===== config.mk =====
export PLATFORM = sky130hd
export DESIGN_NAME = call_bell_top
export DESIGN_NICKNAME = d
export VERILOG_FILES = /design/src/rtl/bell_pkg.sv /design/src/rtl/bell_datapath.sv /design/src/rtl/bell_control.sv /design/src/rtl/call_bell_top.sv
export SDC_FILE = /design/constraint.sdc
export NUM_CORES = 1
export LEC_CHECK = 0
export BUFFER_PORTS_ARGS = -buffer_cell sky130_fd_sc_hd__buf_2
export CORE_ASPECT_RATIO = 1.5
export CORE_MARGIN = 8
export CORE_UTILIZATION = 45
export CTS_CLUSTER_SIZE = 40
export DETAILED_ROUTE_END_ITERATION = 6
export PLACE_DENSITY = 0.64
export SYNTH_ARGS = -nofsm -noshare
export SYNTH_HDL_FRONTEND = slang
export SYNTH_SLANG_ARGS = --single-unit

===== constraint.sdc =====
create_clock -name clk -period 1.8 [get_ports clk]
set_input_delay 0.09 -clock clk [delete_from_list [all_inputs] [get_ports clk]]
set_output_delay 0.09 -clock clk [all_outputs]
set_load 0.01 [all_outputs]

===== src/rtl/bell_pkg.sv =====
`timescale 1ns/1ps
package bell_pkg;
  typedef enum logic [1:0] {
    REM_IDLE  = 2'd0,
    REM_QUIET = 2'd1,
    REM_TONE  = 2'd2
  } remState_t;

  // strobes from control to datapath
  typedef struct packed {
    logic phaseClr;  // restart the phase counter
    logic toneWin;   // current phase is a tone burst
  } bellStrobe_t;
endpackage


===== src/rtl/bell_datapath.sv =====
`timescale 1ns/1ps
module bell_datapath
  import bell_pkg::*;
#(
  parameter int NUM_STATIONS = 4,
  parameter int QUIET_CYCLES = 5000,
  parameter int TONE_CYCLES  = 1000,
  parameter int HALF_CYCLES  = 1
) (
  input  logic                    clk,
  input  logic                    rstN,
  input  logic [NUM_STATIONS-1:0] callBtnN,
  input  logic                    clearAllN,
  input  logic [NUM_STATIONS-1:0] clearStnN,
  input  bellStrobe_t             strobe,
  output logic [NUM_STATIONS-1:0] callLamp,
  output logic                    bellOn,
  output logic                    anyPending,
  output logic                    phaseDone,
  output logic                    beepTone
);
  localparam int MAX_PHASE = (QUIET_CYCLES > TONE_CYCLES) ? QUIET_CYCLES : TONE_CYCLES;
  localparam int PH_W      = $clog2(MAX_PHASE + 1);
  localparam int HALF_W    = $clog2(HALF_CYCLES + 1);
  localparam logic [PH_W-1:0]   QUIET_LAST = PH_W'(QUIET_CYCLES - 1);
  localparam logic [PH_W-1:0]   TONE_LAST  = PH_W'(TONE_CYCLES - 1);
  localparam logic [HALF_W-1:0] HALF_LAST  = HALF_W'(HALF_CYCLES - 1);

  logic [NUM_STATIONS-1:0] syncA;
  logic [NUM_STATIONS-1:0] syncB;
  logic [NUM_STATIONS-1:0] pressed;
  logic [NUM_STATIONS-1:0] pending;

  // two-stage synchronizer, idle level is released (high)
  always_ff @(posedge clk or negedge rstN) begin
    if (!rstN) begin
      syncA <= '1;
      syncB <= '1;
    end else begin
      syncA <= callBtnN;
      syncB <= syncA;
    end
  end

  assign pressed = ~syncB;
  assign bellOn  = |pressed;

  // one call latch per station; clear beats set
  for (genvar st = 0; st < NUM_STATIONS; st++) begin : gStation
    always_ff @(posedge clk or negedge rstN) begin
      if (!rstN) begin
        pending[st] <= 1'b0;
      end else if (!clearAllN || !clearStnN[st]) begin
        pending[st] <= 1'b0;
      end else if (pressed[st]) begin
        pending[st] <= 1'b1;
      end
    end
  end

  assign callLamp   = pending;
  assign anyPending = |pending;

  // phase counter shared by silent and tone phases
  logic [PH_W-1:0] phaseCnt;
  always_ff @(posedge clk or negedge rstN) begin
    if (!rstN) begin
      phaseCnt <= '0;
    end else if (strobe.phaseClr) begin
      phaseCnt <= '0;
    end else begin
      phaseCnt <= phaseCnt + 1'b1;
    end
  end

  assign phaseDone = (phaseCnt == (strobe.toneWin ? TONE_LAST : QUIET_LAST));

  // tone divider, held at zero outside a burst
  logic [HALF_W-1:0] halfCnt;
  logic              toneLvl;
  always_ff @(posedge clk or negedge rstN) begin
    if (!rstN) begin
      halfCnt <= '0;
      toneLvl <= 1'b0;
    end else if (!strobe.toneWin) begin
      halfCnt <= '0;
      toneLvl <= 1'b0;
    end else if (halfCnt == HALF_LAST) begin
      halfCnt <= '0;
      toneLvl <= ~toneLvl;
    end else begin
      halfCnt <= halfCnt + 1'b1;
    end
  end

  assign beepTone = toneLvl & strobe.toneWin;
endmodule


===== src/rtl/bell_control.sv =====
`timescale 1ns/1ps
module bell_control
  import bell_pkg::*;
(
  input  logic        clk,
  input  logic        rstN,
  input  logic        anyPending,
  input  logic        phaseDone,
  output bellStrobe_t strobe
);
  remState_t state;
  remState_t stateNext;

  always_comb begin
    stateNext       = state;
    strobe.phaseClr = 1'b0;
    strobe.toneWin  = 1'b0;
    unique case (state)
      REM_IDLE: begin
        strobe.phaseClr = 1'b1;
        if (anyPending) stateNext = REM_QUIET;
      end
      REM_QUIET: begin
        if (!anyPending) begin
          stateNext = REM_IDLE;
        end else if (phaseDone) begin
          stateNext       = REM_TONE;
          strobe.phaseClr = 1'b1;
        end
      end
      REM_TONE: begin
        strobe.toneWin = 1'b1;
        if (!anyPending) begin
          stateNext = REM_IDLE;
        end else if (phaseDone) begin
          stateNext       = REM_QUIET;
          strobe.phaseClr = 1'b1;
        end
      end
      default: stateNext = REM_IDLE;
    endcase
  end

  always_ff @(posedge clk or negedge rstN) begin
    if (!rstN) state <= REM_IDLE;
    else       state <= stateNext;
  end
endmodule


===== src/rtl/call_bell_top.sv =====
`timescale 1ns/1ps
module call_bell_top
  import bell_pkg::*;
#(
  parameter int NUM_STATIONS = 4,
  parameter int QUIET_CYCLES = 5000,
  parameter int TONE_CYCLES  = 1000,
  parameter int HALF_CYCLES  = 1
) (
  input  logic                    clk,
  input  logic                    rstN,
  input  logic [NUM_STATIONS-1:0] callBtnN,
  input  logic                    clearAllN,
  input  logic [NUM_STATIONS-1:0] clearStnN,
  output logic [NUM_STATIONS-1:0] callLamp,
  output logic                    bellOn,
  output logic                    beepTone
);
  bellStrobe_t strobe;
  logic        anyPending;
  logic        phaseDone;

  bell_control uCtrl (
    .clk        (clk),
    .rstN       (rstN),
    .anyPending (anyPending),
    .phaseDone  (phaseDone),
    .strobe     (strobe)
  );

  bell_datapath #(
    .NUM_STATIONS (NUM_STATIONS),
    .QUIET_CYCLES (QUIET_CYCLES),
    .TONE_CYCLES  (TONE_CYCLES),
    .HALF_CYCLES  (HALF_CYCLES)
  ) uData (
    .clk        (clk),
    .rstN       (rstN),
    .callBtnN   (callBtnN),
    .clearAllN  (clearAllN),
    .clearStnN  (clearStnN),
    .strobe     (strobe),
    .callLamp   (callLamp),
    .bellOn     (bellOn),
    .anyPending (anyPending),
    .phaseDone  (phaseDone),
    .beepTone   (beepTone)
  );
endmodule


==> flow_summary.ini, run 1 <==
[outcome]
violations = setup timing
status = complete, but fails checks

[timing]
fin_crit_sh_pct = 109
setup-tns-final_ps = -1490
rsz0062_at_grt = yes
max_freq_mhz = 510
slew_headroom_pct = 59.4
setup_slack_ps = -160
fin_worst_skew_ps = 1.80
setup_viol = 15
slew_violations = 0
tightestPinTransition_ps = 609
final.min_clock_period_ps = 1960
finalHoldViolations = 0

[synthesis]
synthTopCellsByCount = dfrtp_1, a21oi_1, inv_1
synth-seq-cells = 28
synth.most_common_cell = dfrtp_1
synth-edff-count = 0
synth_top_area_share_pct = 40.0
synth_area_um2 = 1250
syn-num-nets = 127
synthCells = 111
yosys.cell_types.count = 29
yosysWarnings = 0
netlist_top_cells_area = dfrtp_1, dfstp_2, a21oi_1
synth-main-ff-cell = dfrtp_1
syn_avg_cell_area_um2 = 11.3
async_reset_ff_share_pct = 100
yosysSeqAreaShare_pct = 56.9
yosys.area.top_type = dfrtp_1

[routing]
dr.pass1.iters = 4
drt-total-wl_mm = 2.56
drtAntennaViolNets = 0
wire_per_inst_um = 14.0
drt_first_iter_violations = 20
remaining_drc_errors = 0
routed_via_density = 5.19
vias = 950

[setup_path]
cp-end-kind = register
arrival_ps = 2120
r2r_cells = 6
startpoint_type = register
critPathKind = reg -> reg
regToRegEndpoint = uCtrl.state[0]$_DFFE_PN0P_
required_ps = 1960
reg2reg_from = uCtrl.state[0]$_DFFE_PN0P_
critical_path_peak_fanout = 2
reg2reg_setup_slack_ps = -160

[global_routing]
grt_busiest_layer = met2
grt_use_total_pct = 12.1
grt_pass1_wl_mm = 4.48
antenna_found_initial = 0
grt_max_degree = 29
first_global_vias = 1067
grt_use_met2_pct = 22.3
grt_overflow = 0
met3_usage_pct = 2.40
grtUsageMet1_pct = 12.1

[cts]
clock-sinks = 28
cts_buffer_depth = 2
htreeDepth = 1
numCtsBuffers = 3
post-cts-setup-buffer-count = 0
clk_latency_ps = 270
cts_root_buf = clkbuf_8
cts_tree = yes
clk_pin_slew_ps = 90

[min_path]
hold_path_class = in -> reg
holdPathStages = 3
hold-path-endpoint = uData.callLamp[0]$_DFFE_PN0P_
hp-start = clearStnN[0]

[floorplan]
fp.dieH_um = 80.6
rows = 23
start_util_pct = 47.2
die_area_um2 = 4750
die_w_um = 59.0
coreArea_um2 = 2650
io_pins = 17

[cells_and_area]
antenna_cells_inserted = 0
fin_util_pct = 61.2
area_growth_pct = 29.7
fin_nets = 163
fillers = 230
drive_above_1_share_pct = 32.9
fin_area_um2 = 1620

[power]
cellLeakagePower_nw = 0.709
finalPower_w = 0.00182
p_per_area_nw_per_um2 = 1120
peakVddDrop_uv = 816

[place]
placed_area_um2 = 1470
post-place-ws_ps = -206
port-buffer-count = 16
place_congestion = 0.835
post-dp-hpwl_mm = 1.82

[flow_run]
cap_violations = 0
flip-flops by register name (all words and copies together) (netlist names):
name / cells
uData.phaseCnt: 13
uCtrl.state: 2
uData.toneLvl: 1
uData.callLamp: 4
uData.syncA: 4
uData.syncB: 4
cells by family after synthesis:
kind of cell	after synthesis	synth area share [%]
and+or+nand+nor	33	15.3
DFF	28	56.9
AOI/OAI and AO/OA	21	9.71
xor gates and xnor gates	11	7.71
buffers and inverters	11	3.60
adders and majority gates	5	5.01
muxes	2	1.80
per-layer routing:
| layer | share of wire (%) | vias to the layer above | routed length, µm |
|---|---|---|---|
| li1 | - | 459 | - |
| met1 | 37 | 466 | 950 |
| met2 | 57 | 21 | 1460 |
| met3 | 4.0 | 4 | 101 |
| met4 | 1.6 | 0 | 41 |
| met5 | 0 | - | 0 |
worst max path at each step:
stage / end / start / slack [ps]
global route: uCtrl.state[0]$_DFFE_PN0P_ / uCtrl.state[1]$_DFFE_PN0P_ / -220
floorplan: uCtrl.state[0]$_DFFE_PN0P_ / uCtrl.state[0]$_DFFE_PN0P_ / -80
global placement: uData.phaseCnt[1]$_DFF_PN0_ / uCtrl.state[1]$_DFFE_PN0P_ / -130
detailed placement: uData.phaseCnt[1]$_DFF_PN0_ / uCtrl.state[0]$_DFFE_PN0P_ / -210
CTS: uCtrl.state[0]$_DFFE_PN0P_ / uCtrl.state[1]$_DFFE_PN0P_ / -170
finish: uCtrl.state[0]$_DFFE_PN0P_ / uCtrl.state[0]$_DFFE_PN0P_ / -160
worst max-delay path, stage by stage, from the launching register on:
cell	delay [ps]
dfrtp_1	380
inv_2	60
ha_4	160
or4b_4	490
a211oi_4	290
a211oi_2	140
mux2_1	330
layout make-up:
cell class	instances	area [µm²]	share of cell area, %
Sequential cell	28	711	43.8
Multi-Input combinational cell	72	539	33.3
Timing Repair Buffer	33	220	13.6
Tap cell	37	46.3	2.85
Clock buffer	3	41.3	2.55
Inverter	9	33.8	2.08
Clock inverter	1	30.0	1.85
per-stage QoR:
step / hold WS (ps) / instances
after floorplan: -206 / 111
after global placement: 122 / 174
after detailed placement: 134 / 174
after CTS: 23.6 / 183
after global routing: 22.8 / 183
final: 30.1 / 183
layout by cell type, fill, tap and decap left out, types with 2 or more instances in the layout:
master,synthesis,routed
nor4_1,4,4
dfstp_2,8,8
xor2_1,3,3
inv_1,9,8
dfrtp_1,20,20
nor3_1,3,3
mux2_1,2,2
buf_2,0,16
clkbuf_8,0,3
nand4_1,4,4
nand3_1,3,3
buf_4,1,12
nor2_1,3,3
a21oi_2,0,2
nand2_1,7,7
a21oi_1,17,15
ha_1,5,4
xnor2_1,8,8
dlygate4sd3_1,0,5
where the power goes:
group / internal [W] / leakage, nW / switching (W)
Sequential: 0.000712 / 0.355 / 0.0000474
Clock: 0.000298 / 0.0357 / 0.000193
Combinational: 0.000263 / 0.318 / 0.000304
Total: 0.00127 / 0.709 / 0.000545
what timing repair did:
item / in CTS / in global routing
endpoints found under the hold margin: 24 / 0
pin swaps: 4 / 1
resized for setup: 6 / 0
endpoints found under the setup margin: 15 / 15
hold buffers: 5 / 0
No activity file was read; power rests on OpenSTA's default activity.
==> run 2, diff against run 1 <==
--- a/config.mk
+++ b/config.mk
@@ -8,10 +8,11 @@
 export BUFFER_PORTS_ARGS = -buffer_cell sky130_fd_sc_hd__buf_2
 export CORE_ASPECT_RATIO = 1.5
 export CORE_MARGIN = 8
-export CORE_UTILIZATION = 45
+export CORE_UTILIZATION = 50
 export CTS_CLUSTER_SIZE = 40
 export DETAILED_ROUTE_END_ITERATION = 6
-export PLACE_DENSITY = 0.64
+export PLACE_DENSITY = 0.71
+export SETUP_SLACK_MARGIN = 0.4
 export SYNTH_ARGS = -nofsm -noshare
 export SYNTH_HDL_FRONTEND = slang
 export SYNTH_SLANG_ARGS = --single-unit
==> run 2 against run 1 <==
  * Count of clock-buffer cells in the layout did not move
  * Critical path type unchanged
  * The flow still finishes with violations (setup timing)
  * Sequential power barely moved
  * Core utilization rose by 11 points
  * Highest routed layer unchanged
  * Worst hold slack improved by 260 ps
  * Combinational power rose by 26%
  * Critical path depth did not move
  * Sequential share of layout area fell by 3.0 points
==> flow_summary.ini, run 2 (same netlist as run 1, synthesis figures left out) <==
[outcome]
status = complete, but fails checks
violations = setup timing

[global_routing]
grt_max_degree = 29
first_global_vias = 1116
grt_overflow = 0
grt_pass1_wl_mm = 5.17
antenna_found_initial = 0
grt_use_total_pct = 14.5

[place]
port-buffer-count = 16
dp_cells = 162
post-dp-hpwl_mm = 1.82
place_congestion = 0.854
post-place-ws_ps = -178

[timing]
fin_crit_sh_pct = 111
slew_headroom_pct = 61.1
fin_worst_skew_ps = 2.76
final.min_clock_period_ps = 1990
setup-tns-final_ps = -2510
setup_slack_ps = -190
rsz0062_at_grt = yes
setup_viol = 15
finalHoldViolations = 0
slew_violations = 0
max_freq_mhz = 502
tightestPinTransition_ps = 583

[setup_path]
critical-path-max-stage-delay_ps = 510
regToRegEndpoint = uCtrl.state[1]$_DFFE_PN0P_
crit_start = uCtrl.state[0]$_DFFE_PN0P_
crit_end = uCtrl.state[1]$_DFFE_PN0P_
reg2reg_setup_slack_ps = -190
critical_path_depth = 6
cp_top_family = simple AND/OR/NAND/NOR gates
arrival_ps = 2210
critPathKind = reg -> reg
cp.buffers_inverters = 1
critPathSlowestCell = or4b_4
cp-end-kind = register
critical_path_peak_fanout = 2
worstPathCellList = inv_2, ha_4, or4b_4, a211oi_4, a211oi_2, mux2_1
startpoint_type = register
reg2reg_from = uCtrl.state[0]$_DFFE_PN0P_
r2r_cells = 6
required_ps = 2020

[cells_and_area]
area_growth_pct = 39.2
final_cell_mix = dfrtp_1, buf_2, dlygate4sd3_1, buf_4, a21oi_1
largest_reg_flops = 13
antenna_cells_inserted = 0
fin_util_pct = 71.8
fin_nets = 175
drive_above_1_share_pct = 36.1
finalNonFillerCells = 182
regMostFlops = uData.phaseCnt
final_common_cell = dfrtp_1
fillers = 175

[cts]
cts_root_buf = clkbuf_4
numCtsBuffers = 3
clk_pin_slew_ps = 140
clock-sinks = 28
cts_buffer_depth = 2
htreeDepth = 1
cts_tree = yes
clk_latency_ps = 320

[floorplan]
rows = 22
coreArea_um2 = 2420
die_w_um = 56.8
fp.dieH_um = 77.2
die_area_um2 = 4390
io_pins = 17
start_util_pct = 51.6

[power]
peakVddDrop_uv = 811
cellLeakagePower_nw = 0.750
p_per_area_nw_per_um2 = 1080

[routing]
routed_via_density = 5.59
wire_per_inst_um = 16.0
remaining_drc_errors = 0
drt_first_iter_violations = 20
vias = 1017
dr.pass1.iters = 4
drt-total-wl_mm = 2.91
drtAntennaViolNets = 0

[flow_run]
cap_violations = 0

[min_path]
hold_path_class = in -> async
-- run 2: cell types whose count changed in the layout (fill, tap and decap cells not counted), sizes merged --
cell,delta
dlygate4sd3,+8
a31o,+1
buf,+3
-- run 2: worst min-delay path by stage --
stage,to,slack (ps),depth (start not counted)
floorplan,uCtrl.state[0]$_DFFE_PN0P_,-210,0
global placement,uData.callLamp[1]$_DFFE_PN0P_,120,1
detailed placement,uData.callLamp[1]$_DFFE_PN0P_,130,1
CTS,uData.toneLvl$_DFF_PN0_,300,2
global route,uData.phaseCnt[8]$_DFF_PN0_,340,2
finish,uData.callLamp[1]$_DFFE_PN0P_,290,2
-- run 2: report_power, final --
| group | switching (W) | internal, W | total, W |
|---|---|---|---|
| clock network | 0.000175 | 0.000225 | 0.000401 |
| logic | 0.000376 | 0.000339 | 0.000715 |
| registers | 0.0000490 | 0.000712 | 0.000761 |
| total | 0.000601 | 0.00128 | 0.00188 |
-- run 2: repair_timing --
item,CTS,global route
pin swaps,4,1
gates cloned,1,0
resized for setup,13,2
hold buffers,13,0
setup buffers,2,0
endpoints found under the setup margin,16,16
hold endpoints to repair,28,0
-- run 2: final cells by class --
class | instances | area [µm²] | share of cell area [%]
Clock buffer | 3 | 22.5 | 1.29
Clock inverter | 1 | 30.0 | 1.73
Inverter | 9 | 33.8 | 1.94
Multi-Input combinational cell | 73 | 583 | 33.5
Sequential cell | 28 | 711 | 40.8
Tap cell | 24 | 30.0 | 1.73
Timing Repair Buffer | 44 | 330 | 19.0
-- run 2: through the flow --
stage	hold slack [ps]	power, W	instance area [µm²]
2_1_floorplan	-206	0.00111	1270
3_3_place_gp	121	0.00128	1460
3_5_place_dp	131	0.00131	1460
4_1_cts	299	0.00188	1730
5_1_grt	344	0.00198	1740
6_report	292	0.00188	1740
-- run 2: layer usage --
layer / up-vias / GRT usage (%) / share of wire [%]
li1: 486 / - / -
met1: 508 / 15.6 / 38
met2: 14 / 25.8 / 56
met3: 9 / 2.14 / 2.2
met4: 0 / 8.02 / 4.0
met5: - / 0 / 0
==> run 3, diff against run 2 <==
--- a/config.mk
+++ b/config.mk
@@ -11,7 +11,7 @@
 export CORE_UTILIZATION = 50
 export CTS_CLUSTER_SIZE = 40
 export DETAILED_ROUTE_END_ITERATION = 6
-export PLACE_DENSITY = 0.71
+export PLACE_DENSITY = 0.81
 export SETUP_SLACK_MARGIN = 0.4
 export SYNTH_ARGS = -nofsm -noshare
 export SYNTH_HDL_FRONTEND = slang
==> constraint.sdc (replaced) <==
create_clock -name clk -period 1.7 [get_ports clk]
set_input_delay 0.085 -clock clk [delete_from_list [all_inputs] [get_ports clk]]
set_output_delay 0.085 -clock clk [all_outputs]
set_load 0.01 [all_outputs]
==> run 3 against run 2 <==
  * The run still ends with setup timing left
  * Setup slack worse by 27 ps
  * Count of clock-buffer cells in the layout unchanged
  * Clock skew up 3.5 ps
==> flow_summary.ini, run 3 (same netlist as run 1, synthesis figures left out) <==
[floorplan]
start_util_pct = 51.6
die_area_um2 = 4390
rows = 22
io_pins = 17
coreArea_um2 = 2420
fp.dieH_um = 77.2
die_w_um = 56.8

[cells_and_area]
fin_nets = 178
final_cell_mix = dfrtp_1, buf_4, buf_2
finalNonFillerCells = 185
final_common_cell = dfrtp_1
largest_reg_flops = 13
drive_above_1_share_pct = 37.9
area_growth_pct = 41.7
fin_util_pct = 73.1
antenna_cells_inserted = 0
regMostFlops = uData.phaseCnt

[setup_path]
required_ps = 1920
critical-path-max-stage-delay_ps = 500
crit_start = uCtrl.state[1]$_DFFE_PN0P_
regToRegEndpoint = uCtrl.state[0]$_DFFE_PN0P_
critical_path_peak_fanout = 2
cp-end-kind = register
critPathSlowestCell = or4b_4
arrival_ps = 2140
reg2reg_setup_slack_ps = -220
reg2reg_from = uCtrl.state[1]$_DFFE_PN0P_
r2r_cells = 5
worstPathCellList = ha_4, or4b_4, a211oi_4, a211oi_2, mux2_1
critPathKind = reg -> reg
startpoint_type = register

[global_routing]
first_global_vias = 1112
antenna_found_initial = 0
grt_overflow = 0
grt_use_total_pct = 14.3
grt_max_degree = 29
grt_pass1_wl_mm = 5.15

[flow_run]
cap_violations = 0

[power]
finalPower_w = 0.00204
intPower_w = 0.00138
p_switching_w = 0.000662
seqPwrFrac_pct = 39.5
p_per_area_nw_per_um2 = 1150
p_comb_share_pct = 39.2
peakVddDrop_uv = 918
cellLeakagePower_nw = 0.767
pwr-share-clk_pct = 21.3
swShare_pct = 32.5

[routing]
routed_via_density = 5.70
wire_per_inst_um = 17.1
drtAntennaViolNets = 0
dr.pass1.iters = 4
drt-total-wl_mm = 3.16
remaining_drc_errors = 0
drt_first_iter_violations = 37
vias = 1054

[cts]
numCtsBuffers = 3
clock-sinks = 28
cts_buffer_depth = 2
cts_root_buf = clkbuf_4
cts_tree = yes
htreeDepth = 1
clk_latency_ps = 330
clk_pin_slew_ps = 150

[timing]
rsz0062_at_grt = yes
setup-tns-final_ps = -2920
setup_viol = 15
fin_worst_skew_ps = 6.25
tightestPinTransition_ps = 602
setup_slack_ps = -218
slew_violations = 0
finalHoldViolations = 0
slew_headroom_pct = 59.8
max_freq_mhz = 521
final.min_clock_period_ps = 1920
fin_crit_sh_pct = 113

[place]
place_congestion = 0.860
dp_cells = 163
post-dp-hpwl_mm = 1.83
port-buffer-count = 16

[outcome]
status = complete, but fails checks
violations = setup timing

[min_path]
hold_path_class = in -> async
## run 3: worst max-delay path by stage
stage          cells past startpoint                          end  slack (ps)
3_5_place_dp                       6  uData.phaseCnt[1]$_DFF_PN0_        -270
3_3_place_gp                       6  uData.phaseCnt[1]$_DFF_PN0_        -210
2_1_floorplan                      6   uCtrl.state[0]$_DFFE_PN0P_        -180
6_report                           5   uCtrl.state[0]$_DFFE_PN0P_        -220
4_1_cts                            6  uData.phaseCnt[2]$_DFF_PN0_        -210
5_1_grt                            7  uData.phaseCnt[4]$_DFF_PN0_        -290
## run 3: timing repair
item                       4_1_cts  5_1_grt
gates resized for setup         10        7
setup buffers                    2        2
hold buffers                    13        0
gates cloned                     1        0
setup endpoints to repair       16       16
pin swaps                        3        3
hold endpoints to repair        28        0
## run 3: worst max-delay path, delay by kind of cell (launching register included)
family                     cells  cell delay (ps)
DFF                            1              440
adders and majority gates      1              170
AOI/OAI and AO/OA              2              380
and+or+nand+nor                1              500
muxes                          1              330
## run 3: stage by stage
step	setup slack (ps)	cell area, µm²	hold WS (ps)
floorplan	-181	1270	-211
global placement	-209	1470	120
detailed placement	-273	1470	129
CTS	-214	1730	292
global route	-287	1770	332
finish	-218	1770	274
## run 3: area by class of cell
| type | count | area [µm²] |
|---|---|---|
| Clock inverter | 1 | 30.0 |
| Fill cell | 171 | 651 |
| Clock buffer | 3 | 22.5 |
| Multi-Input combinational cell | 73 | 586 |
| Timing Repair Buffer | 47 | 359 |
| Tap cell | 24 | 30.0 |
| Sequential cell | 28 | 711 |
| Inverter | 9 | 33.8 |
## run 3: power by group through the flow
stage	Combinational, W	Clock, W	Sequential [W]
final	0.000799	0.000434	0.000805
after global routing	0.000868	0.000462	0.000813
after CTS	0.000721	0.000440	0.000805
after detailed placement	0.000570	0	0.000811
after global placement	0.000548	0	0.000805
after floorplan	0.000347	0	0.000827
## run 3: metal layers
metal,global-route usage (%),part of all wire [%],up-vias
met5,0,0,-
met4,7.78,2.5,0
met3,1.65,2.7,8
met2,25.2,57,30
met1,15.9,38,527
li1,-,-,489
